===== src/rtl/opx_pkg.sv =====
// Shared definitions for the operate execute unit.
// Assumes the fixed 16-bit instruction layout with a 4-bit opcode in bits 15:12.
package opx_pkg;
    localparam int INSTR_W = 16;
    localparam int SEL_W   = 3;

    localparam logic [3:0] OPC_ADD = 4'b0001;
    localparam logic [3:0] OPC_AND = 4'b0101;
    localparam logic [3:0] OPC_NOT = 4'b1001;

    typedef enum logic [1:0] {
        ALU_ADD = 2'd0,
        ALU_AND = 2'd1,
        ALU_NOT = 2'd2
    } alu_op_e;
endpackage


===== src/rtl/opx_decode.sv =====
// Instruction decoder: splits an instruction word into register selects,
// the operation, the operand mode and a sign-extended immediate.
// Assumes the word is meaningful only while vld_i is high.
module opx_decode
    import opx_pkg::*;
#(
    parameter int DATA_W = 16,
    parameter int IMM_W  = 5
) (
    input  logic [INSTR_W-1:0] instr_i,
    input  logic               vld_i,
    output logic               we_o,
    output alu_op_e            op_o,
    output logic [SEL_W-1:0]   dst_o,
    output logic [SEL_W-1:0]   sa_o,
    output logic [SEL_W-1:0]   sb_o,
    output logic               use_imm_o,
    output logic [DATA_W-1:0]  imm_o
);
    localparam int EXT_W = DATA_W - IMM_W;

    logic [3:0] opc;
    logic       unused_fmt_bits;

    assign opc             = instr_i[15:12];
    assign dst_o           = instr_i[11:9];
    assign sa_o            = instr_i[8:6];
    assign sb_o            = instr_i[2:0];
    assign imm_o           = {{EXT_W{instr_i[IMM_W-1]}}, instr_i[IMM_W-1:0]};
    assign unused_fmt_bits = ^instr_i[4:3];

    // Map the opcode to an operation and a write enable.
    always_comb begin
        we_o      = 1'b0;
        op_o      = ALU_ADD;
        use_imm_o = 1'b0;
        unique case (opc)
            OPC_ADD: begin we_o = vld_i; op_o = ALU_ADD; use_imm_o = instr_i[5]; end
            OPC_AND: begin we_o = vld_i; op_o = ALU_AND; use_imm_o = instr_i[5]; end
            OPC_NOT: begin we_o = vld_i; op_o = ALU_NOT; end
            default: begin we_o = 1'b0; end
        endcase
    end
endmodule


===== src/rtl/opx_regfile.sv =====
// Register bank: REG_CNT words with two combinational operand reads,
// one combinational debug read and one clocked write port.
// Assumes reads see the value held before the write edge.
module opx_regfile #(
    parameter int DATA_W  = 16,
    parameter int REG_CNT = 8
) (
    input  logic                       clk,
    input  logic                       rst_n,
    input  logic                       we_i,
    input  logic [$clog2(REG_CNT)-1:0] wsel_i,
    input  logic [DATA_W-1:0]          wdata_i,
    input  logic [$clog2(REG_CNT)-1:0] rsel_a_i,
    input  logic [$clog2(REG_CNT)-1:0] rsel_b_i,
    input  logic [$clog2(REG_CNT)-1:0] rsel_d_i,
    output logic [DATA_W-1:0]          rdata_a_o,
    output logic [DATA_W-1:0]          rdata_b_o,
    output logic [DATA_W-1:0]          rdata_d_o
);
    logic [REG_CNT-1:0][DATA_W-1:0] regs;

    for (genvar g = 0; g < REG_CNT; g++) begin : g_reg
        // Clear on reset, load when this entry is the write target.
        always_ff @(posedge clk) begin
            if (!rst_n)
                regs[g] <= '0;
            else if (we_i && (wsel_i == g))
                regs[g] <= wdata_i;
        end
    end

    assign rdata_a_o = regs[rsel_a_i];
    assign rdata_b_o = regs[rsel_b_i];
    assign rdata_d_o = regs[rsel_d_i];

    // without a write enable no entry changes.
    a_r8_regs_hold: assert property (@(posedge clk) disable iff (!rst_n)
        !we_i |=> $stable(regs));
endmodule


===== src/rtl/opx_alu.sv =====
// Combinational operate datapath: wrapping add, bitwise AND, complement.
// Assumes the second operand has already been muxed by the caller.
module opx_alu
    import opx_pkg::*;
#(
    parameter int DATA_W = 16
) (
    input  alu_op_e           op_i,
    input  logic [DATA_W-1:0] a_i,
    input  logic [DATA_W-1:0] b_i,
    output logic [DATA_W-1:0] res_o
);
    // Select the result of the requested operation.
    always_comb begin
        unique case (op_i)
            ALU_ADD: res_o = a_i + b_i;
            ALU_AND: res_o = a_i & b_i;
            ALU_NOT: res_o = ~a_i;
            default: res_o = '0;
        endcase
    end
endmodule


===== src/rtl/opx_flags.sv =====
// Condition code register: holds a one-hot negative/zero/positive code
// that follows every written result. Resets to zero.
module opx_flags #(
    parameter int DATA_W = 16
) (
    input  logic              clk,
    input  logic              rst_n,
    input  logic              upd_i,
    input  logic [DATA_W-1:0] res_i,
    output logic [2:0]        nzp_o
);
    logic [2:0] nzp_next;

    // Classify the incoming result.
    always_comb begin
        if (res_i[DATA_W-1])  nzp_next = 3'b100;
        else if (res_i == '0) nzp_next = 3'b010;
        else                  nzp_next = 3'b001;
    end

    // Hold the code, replacing it on each write-back.
    always_ff @(posedge clk) begin
        if (!rst_n)     nzp_o <= 3'b010;
        else if (upd_i) nzp_o <= nzp_next;
    end

    // exactly one flag at all times after reset.
    a_r7_flags_onehot: assert property (@(posedge clk) disable iff (!rst_n)
        $countones(nzp_o) == 1);
    // a zero result leaves only Z set.
    a_r7_zero_code: assert property (@(posedge clk) disable iff (!rst_n)
        (upd_i && res_i == '0) |=> nzp_o == 3'b010);
    // no update, no flag change.
    a_r8_flags_hold: assert property (@(posedge clk) disable iff (!rst_n)
        !upd_i |=> $stable(nzp_o));
endmodule


===== src/rtl/opx_unit.sv =====
// Operate execute unit top: decode, register read, compute, write back
// and flag update in one clock; write-back pulse one cycle later.
// Assumes one instruction per cycle at most, no stalls.
module opx_unit
    import opx_pkg::*;
#(
    parameter int DATA_W = 16,
    parameter int IMM_W  = 5
) (
    input  logic               clk,
    input  logic               rst_n,
    input  logic [INSTR_W-1:0] instr_i,
    input  logic               instr_vld_i,
    input  logic [SEL_W-1:0]   dbg_sel_i,
    output logic [DATA_W-1:0]  dbg_data_o,
    output logic               flag_n_o,
    output logic               flag_z_o,
    output logic               flag_p_o,
    output logic               wb_vld_o
);
    localparam int REG_CNT = 1 << SEL_W;

    logic              we;
    alu_op_e           op;
    logic [SEL_W-1:0]  dst, sa, sb;
    logic              use_imm;
    logic [DATA_W-1:0] imm, ra, rb, opb, res;
    logic [2:0]        nzp;

    opx_decode #(.DATA_W(DATA_W), .IMM_W(IMM_W)) u_dec (
        .instr_i(instr_i), .vld_i(instr_vld_i), .we_o(we), .op_o(op),
        .dst_o(dst), .sa_o(sa), .sb_o(sb), .use_imm_o(use_imm), .imm_o(imm)
    );

    opx_regfile #(.DATA_W(DATA_W), .REG_CNT(REG_CNT)) u_rf (
        .clk(clk), .rst_n(rst_n), .we_i(we), .wsel_i(dst), .wdata_i(res),
        .rsel_a_i(sa), .rsel_b_i(sb), .rsel_d_i(dbg_sel_i),
        .rdata_a_o(ra), .rdata_b_o(rb), .rdata_d_o(dbg_data_o)
    );

    assign opb = use_imm ? imm : rb;

    opx_alu #(.DATA_W(DATA_W)) u_alu (
        .op_i(op), .a_i(ra), .b_i(opb), .res_o(res)
    );

    opx_flags #(.DATA_W(DATA_W)) u_flg (
        .clk(clk), .rst_n(rst_n), .upd_i(we), .res_i(res), .nzp_o(nzp)
    );

    assign flag_n_o = nzp[2];
    assign flag_z_o = nzp[1];
    assign flag_p_o = nzp[0];

    // Register the write-back pulse.
    always_ff @(posedge clk) begin
        if (!rst_n) wb_vld_o <= 1'b0;
        else        wb_vld_o <= we;
    end

    // an accepted operate instruction is followed by a pulse.
    a_r10_wb_follows: assert property (@(posedge clk) disable iff (!rst_n)
        (instr_vld_i && (instr_i[15:12] == OPC_ADD || instr_i[15:12] == OPC_AND ||
                         instr_i[15:12] == OPC_NOT)) |=> wb_vld_o);
    // an invalid strobe is followed by no pulse.
    a_r8_no_pulse: assert property (@(posedge clk) disable iff (!rst_n)
        !instr_vld_i |=> !wb_vld_o);
endmodule


===== config.mk =====
export PLATFORM = sky130hd
export DESIGN_NAME = opx_unit
export DESIGN_NICKNAME = d
export VERILOG_FILES = /design/src/rtl/opx_pkg.sv /design/src/rtl/opx_decode.sv /design/src/rtl/opx_regfile.sv /design/src/rtl/opx_alu.sv /design/src/rtl/opx_flags.sv /design/src/rtl/opx_unit.sv
export SDC_FILE = /design/constraint.sdc
export NUM_CORES = 1
export LEC_CHECK = 0
export ABC_AREA = 1
export ABC_CLOCK_PERIOD_IN_PS = 5400
export BUFFER_PORTS_ARGS = -buffer_cell sky130_fd_sc_hd__buf_4
export CAP_MARGIN = 25
export CORE_MARGIN = 8
export CORE_UTILIZATION = 63
export DETAILED_ROUTE_END_ITERATION = 6
export PLACE_DENSITY = 0.78
export SLEW_MARGIN = 15
export SYNTH_ARGS = -nofsm -noshare
export SYNTH_HDL_FRONTEND = slang
export SYNTH_SLANG_ARGS = --single-unit

===== constraint.sdc =====
create_clock -name clk -period 5.4 [get_ports clk]
set_input_delay 1.62 -clock clk [delete_from_list [all_inputs] [get_ports clk]]
set_output_delay 1.62 -clock clk [all_outputs]
set_load 0.1 [all_outputs]

==> impl_results.md <==
* Logic gate share of total power at 0.240
* Status: completed
* Final WL at 34.0 mm
* P&R area growth vs syn at 12.0%
* Mapped Cells at 1618
* Skew-Pair Late Insertion Delay at 430 ps
* Largest net degree at the start of global routing at 95
* Period utilisation layout at 0.885
* EDFF count, synth at 0
* Synth area leader: dfxtp_1
* Filler cells at 1365
* Max-slew violations at 0
* Layout Nets at 1651
* Most common cell in the netlist: inv_1
* Clock power share at 0.423
* Static Leak at 0.00535 uW
* H-tree levels at 4
* Final HPWL from detailed placement at 21.9 mm
* Max cap viols at 0
* Beginning of the worst hold path: u_flg.nzp_o[1]
* Number of global-route vias before repair at 10100
* Top cell type's share of synthesized area at 0.274
* Vias/cell at 6.14
* CP Data Arrival Time at 5050 ps
* Flop pwr share at 0.337
* Final cell count without fillers at 1812
* Switching power at 986 uW
* Number of buffers created by CTS at 17
* CP Data Required Time at 5670 ps
* Final Hold Fails at 0
* Vias at 11100
* First-pass GRT wire length at 53.8 mm
* Clock Root Buffer: clkbuf_16
* Fraction of the mapped netlist area in simple logic gates at 0.157
* DRC viols at 0
* P_int at 1960 uW
* CTS tree: done
* Drt wl/cell at 18.8 um
* Core ar. at 0.0151 mm2
* Largest family of logic cells by synthesized area: compound AO/OA/AOI/OAI gates
* Boundary pin count at 42
* FMAX at 209 MHz
* FP Rows at 45
* Synthesized area per cell at 5.96 um2
* GRT Util Overall at 0.345
* Max_slew headroom at 0.317
* IO buf count at 41
* DRT Pass-1 Iters at 5
* Worst hold slack at 538 ps
* Area of the multi-input gates at 0.00535 mm2
* Worst slack at placement at 280 ps
* Initial core utilization at 0.639
* Fin util at 0.715
* Critical path fanouts, max at 9
* Register area share after synthesis at 0.274
* Worst IR Drop VDD at 301 uV
* Hold buffer count at cts at 0
* Clock Pin Slew Worst Setup and Hold Paths at 60 ps
* Yosys reg bits at 132
* Post-synthesis mux area share at 0
* Resized cells post-CTS at 0
* Chip height at 140 um
* CP Launch Point: instr_i[13]
* Min Tclk post-route at 4780 ps
* Post-synthesis compound-gate area fraction at 0.365
* Clock sink count at 132
* Launching point of the worst reg2reg path: u_rf.regs[0]
* Post-CTS setup repair buffer count at 0
* Worst-Margin Slew at 1020 ps
* Pwr Density at 273 mW/mm2
* Hold Crit Class: flop to flop
* Initial DRC count at 1504
* CP endpoint kind: flop
* Sum Neg Setup Slack at 0 ps
* RSZ-0062 raised after global routing: false
* Final setup violation count at 0
* Switching portion of total power at 0.334
* Top FF cell, synth: dfxtp_1
* Die Area at 0.0195 mm2
* Crit path launch type: input pin
* Area contributors post-synth: dfxtp_1 (27%), a21oi_1 (16%), o21ai_0 (14%)
* Critical path type: input pin to flop
* Register area at 0.00264 mm2
* Synthesized area at 0.00964 mm2
* Post-Synth XOR/XNOR Area at 0
* Final worst setup slack at 622 ps
* Dpl cells at 1781
* Synthesized net count at 1657
* Layout cells sized above 1 at 0.0991
* Synth Area in Adders at 0.0229
* Setup Skew at 7.41 ps
* Post-synth ARST share at 0
* DIE WIDTH at 140 um
* Syn. warnings at 0
* # diodes at 0
* Distinct cells, synth at 36
* Final ANT Viol Nets at 0
* Initial antenna violation count at 0
* Gr ovfl total at 0
* GPL Wtd Cong at 1.01
* Post-synth top cells: inv_1 (324), a21oi_1 (313), o21ai_0 (274)
* Clk buf depth at 2
layout make-up:
| class | instances | area share |
|---|---|---|
| tap | 188 | 0.0218 |
| clock buffer | 19 | 0.0410 |
| multi-input combinational | 1045 | 0.496 |
| inverter | 332 | 0.116 |
| sequential | 132 | 0.245 |
| clock inverter | 12 | 0.0167 |
| timing repair buffer | 84 | 0.0642 |
per-layer routing:
| metal | GRT usage | share of wire | vias to the layer above |
|---|---|---|---|
| li1 | - | - | 5308 |
| met3 | 0.0872 | 0.13 | 136 |
| met5 | 0 | 0 | - |
| met1 | 0.439 | 0.40 | 4966 |
| met2 | 0.532 | 0.43 | 712 |
| met4 | 0.168 | 0.042 | 0 |
power by group through the flow:
stage,Combinational (uW),Clock [uW],Sequential (uW)
2_1_floorplan,473,0,1020
3_3_place_gp,681,0,1010
3_5_place_dp,686,0,1010
4_1_cts,689,1250,993
5_1_grt,762,1300,994
6_report,708,1250,993
layout by cell type (no fill, tap or decap), drive strengths merged:
master,synthesis,routed
nand3,85,85
fa,1,1
nor3,1,1
inv,330,332
a31oi,21,21
o211ai,2,2
a32o,1,1
ha,16,16
clkinvlp,0,2
a221oi,16,16
o41ai,1,1
o221ai,1,1
and2,3,3
bufinv,0,4
nor2,44,44
o21ai,316,316
clkinv,2,6
nand2,210,210
a21oi,315,315
a211oi,3,3
clkbuf,82,19
or2,6,6
nand4,2,2
dfxtp,132,132
nand3b,1,1
buf,27,84
logic make-up (layout without fill, tap and decap cells):
family	Yosys count	after routing
buf+inv	441	447
fa+ha+maj	17	17
compound gates	676	676
flops	132	132
simple gates	352	352
worst paths after layout:
path	end	slack [ps]	cells after the start
setup reg to reg	u_flg.nzp_o[0]	2070	21
hold reg to reg	u_flg.nzp_o[1]	540	2
setup / recovery	u_flg.nzp_o[0]	620	24
hold / removal	u_flg.nzp_o[1]	540	2
worst max-delay path, cell delays in order:
cell     delay, ps
buf_4          110
inv_1           40
nand2_1        110
inv_1          100
nand3_1        140
buf_4          210
nor2_1         340
inv_1          240
nand2_1        140
a31oi_1         60
ha_1           360
nand2_1        140
nor2_1          60
nand2_1         60
nand3_1        150
or2_2          320
nand3_1         80
nand3_2        180
nor2_1         170
nand2_1        100
nor2_1         130
nand2_1         90
nand2_1         60
a21oi_1         50
through the flow:
step	total power, uW	area, um2
finish	2950	10800
global route	3050	10800
CTS	2930	10800
detailed placement	1700	10200
global placement	1690	10200
floorplan	1490	9740
flip-flops by register name, summed over array words and instances (netlist names):
register and count:
u_flg.nzp_o 3, u_rf.regs 128, wb_vld_o 1
Power figures use the tool's default switching activity.
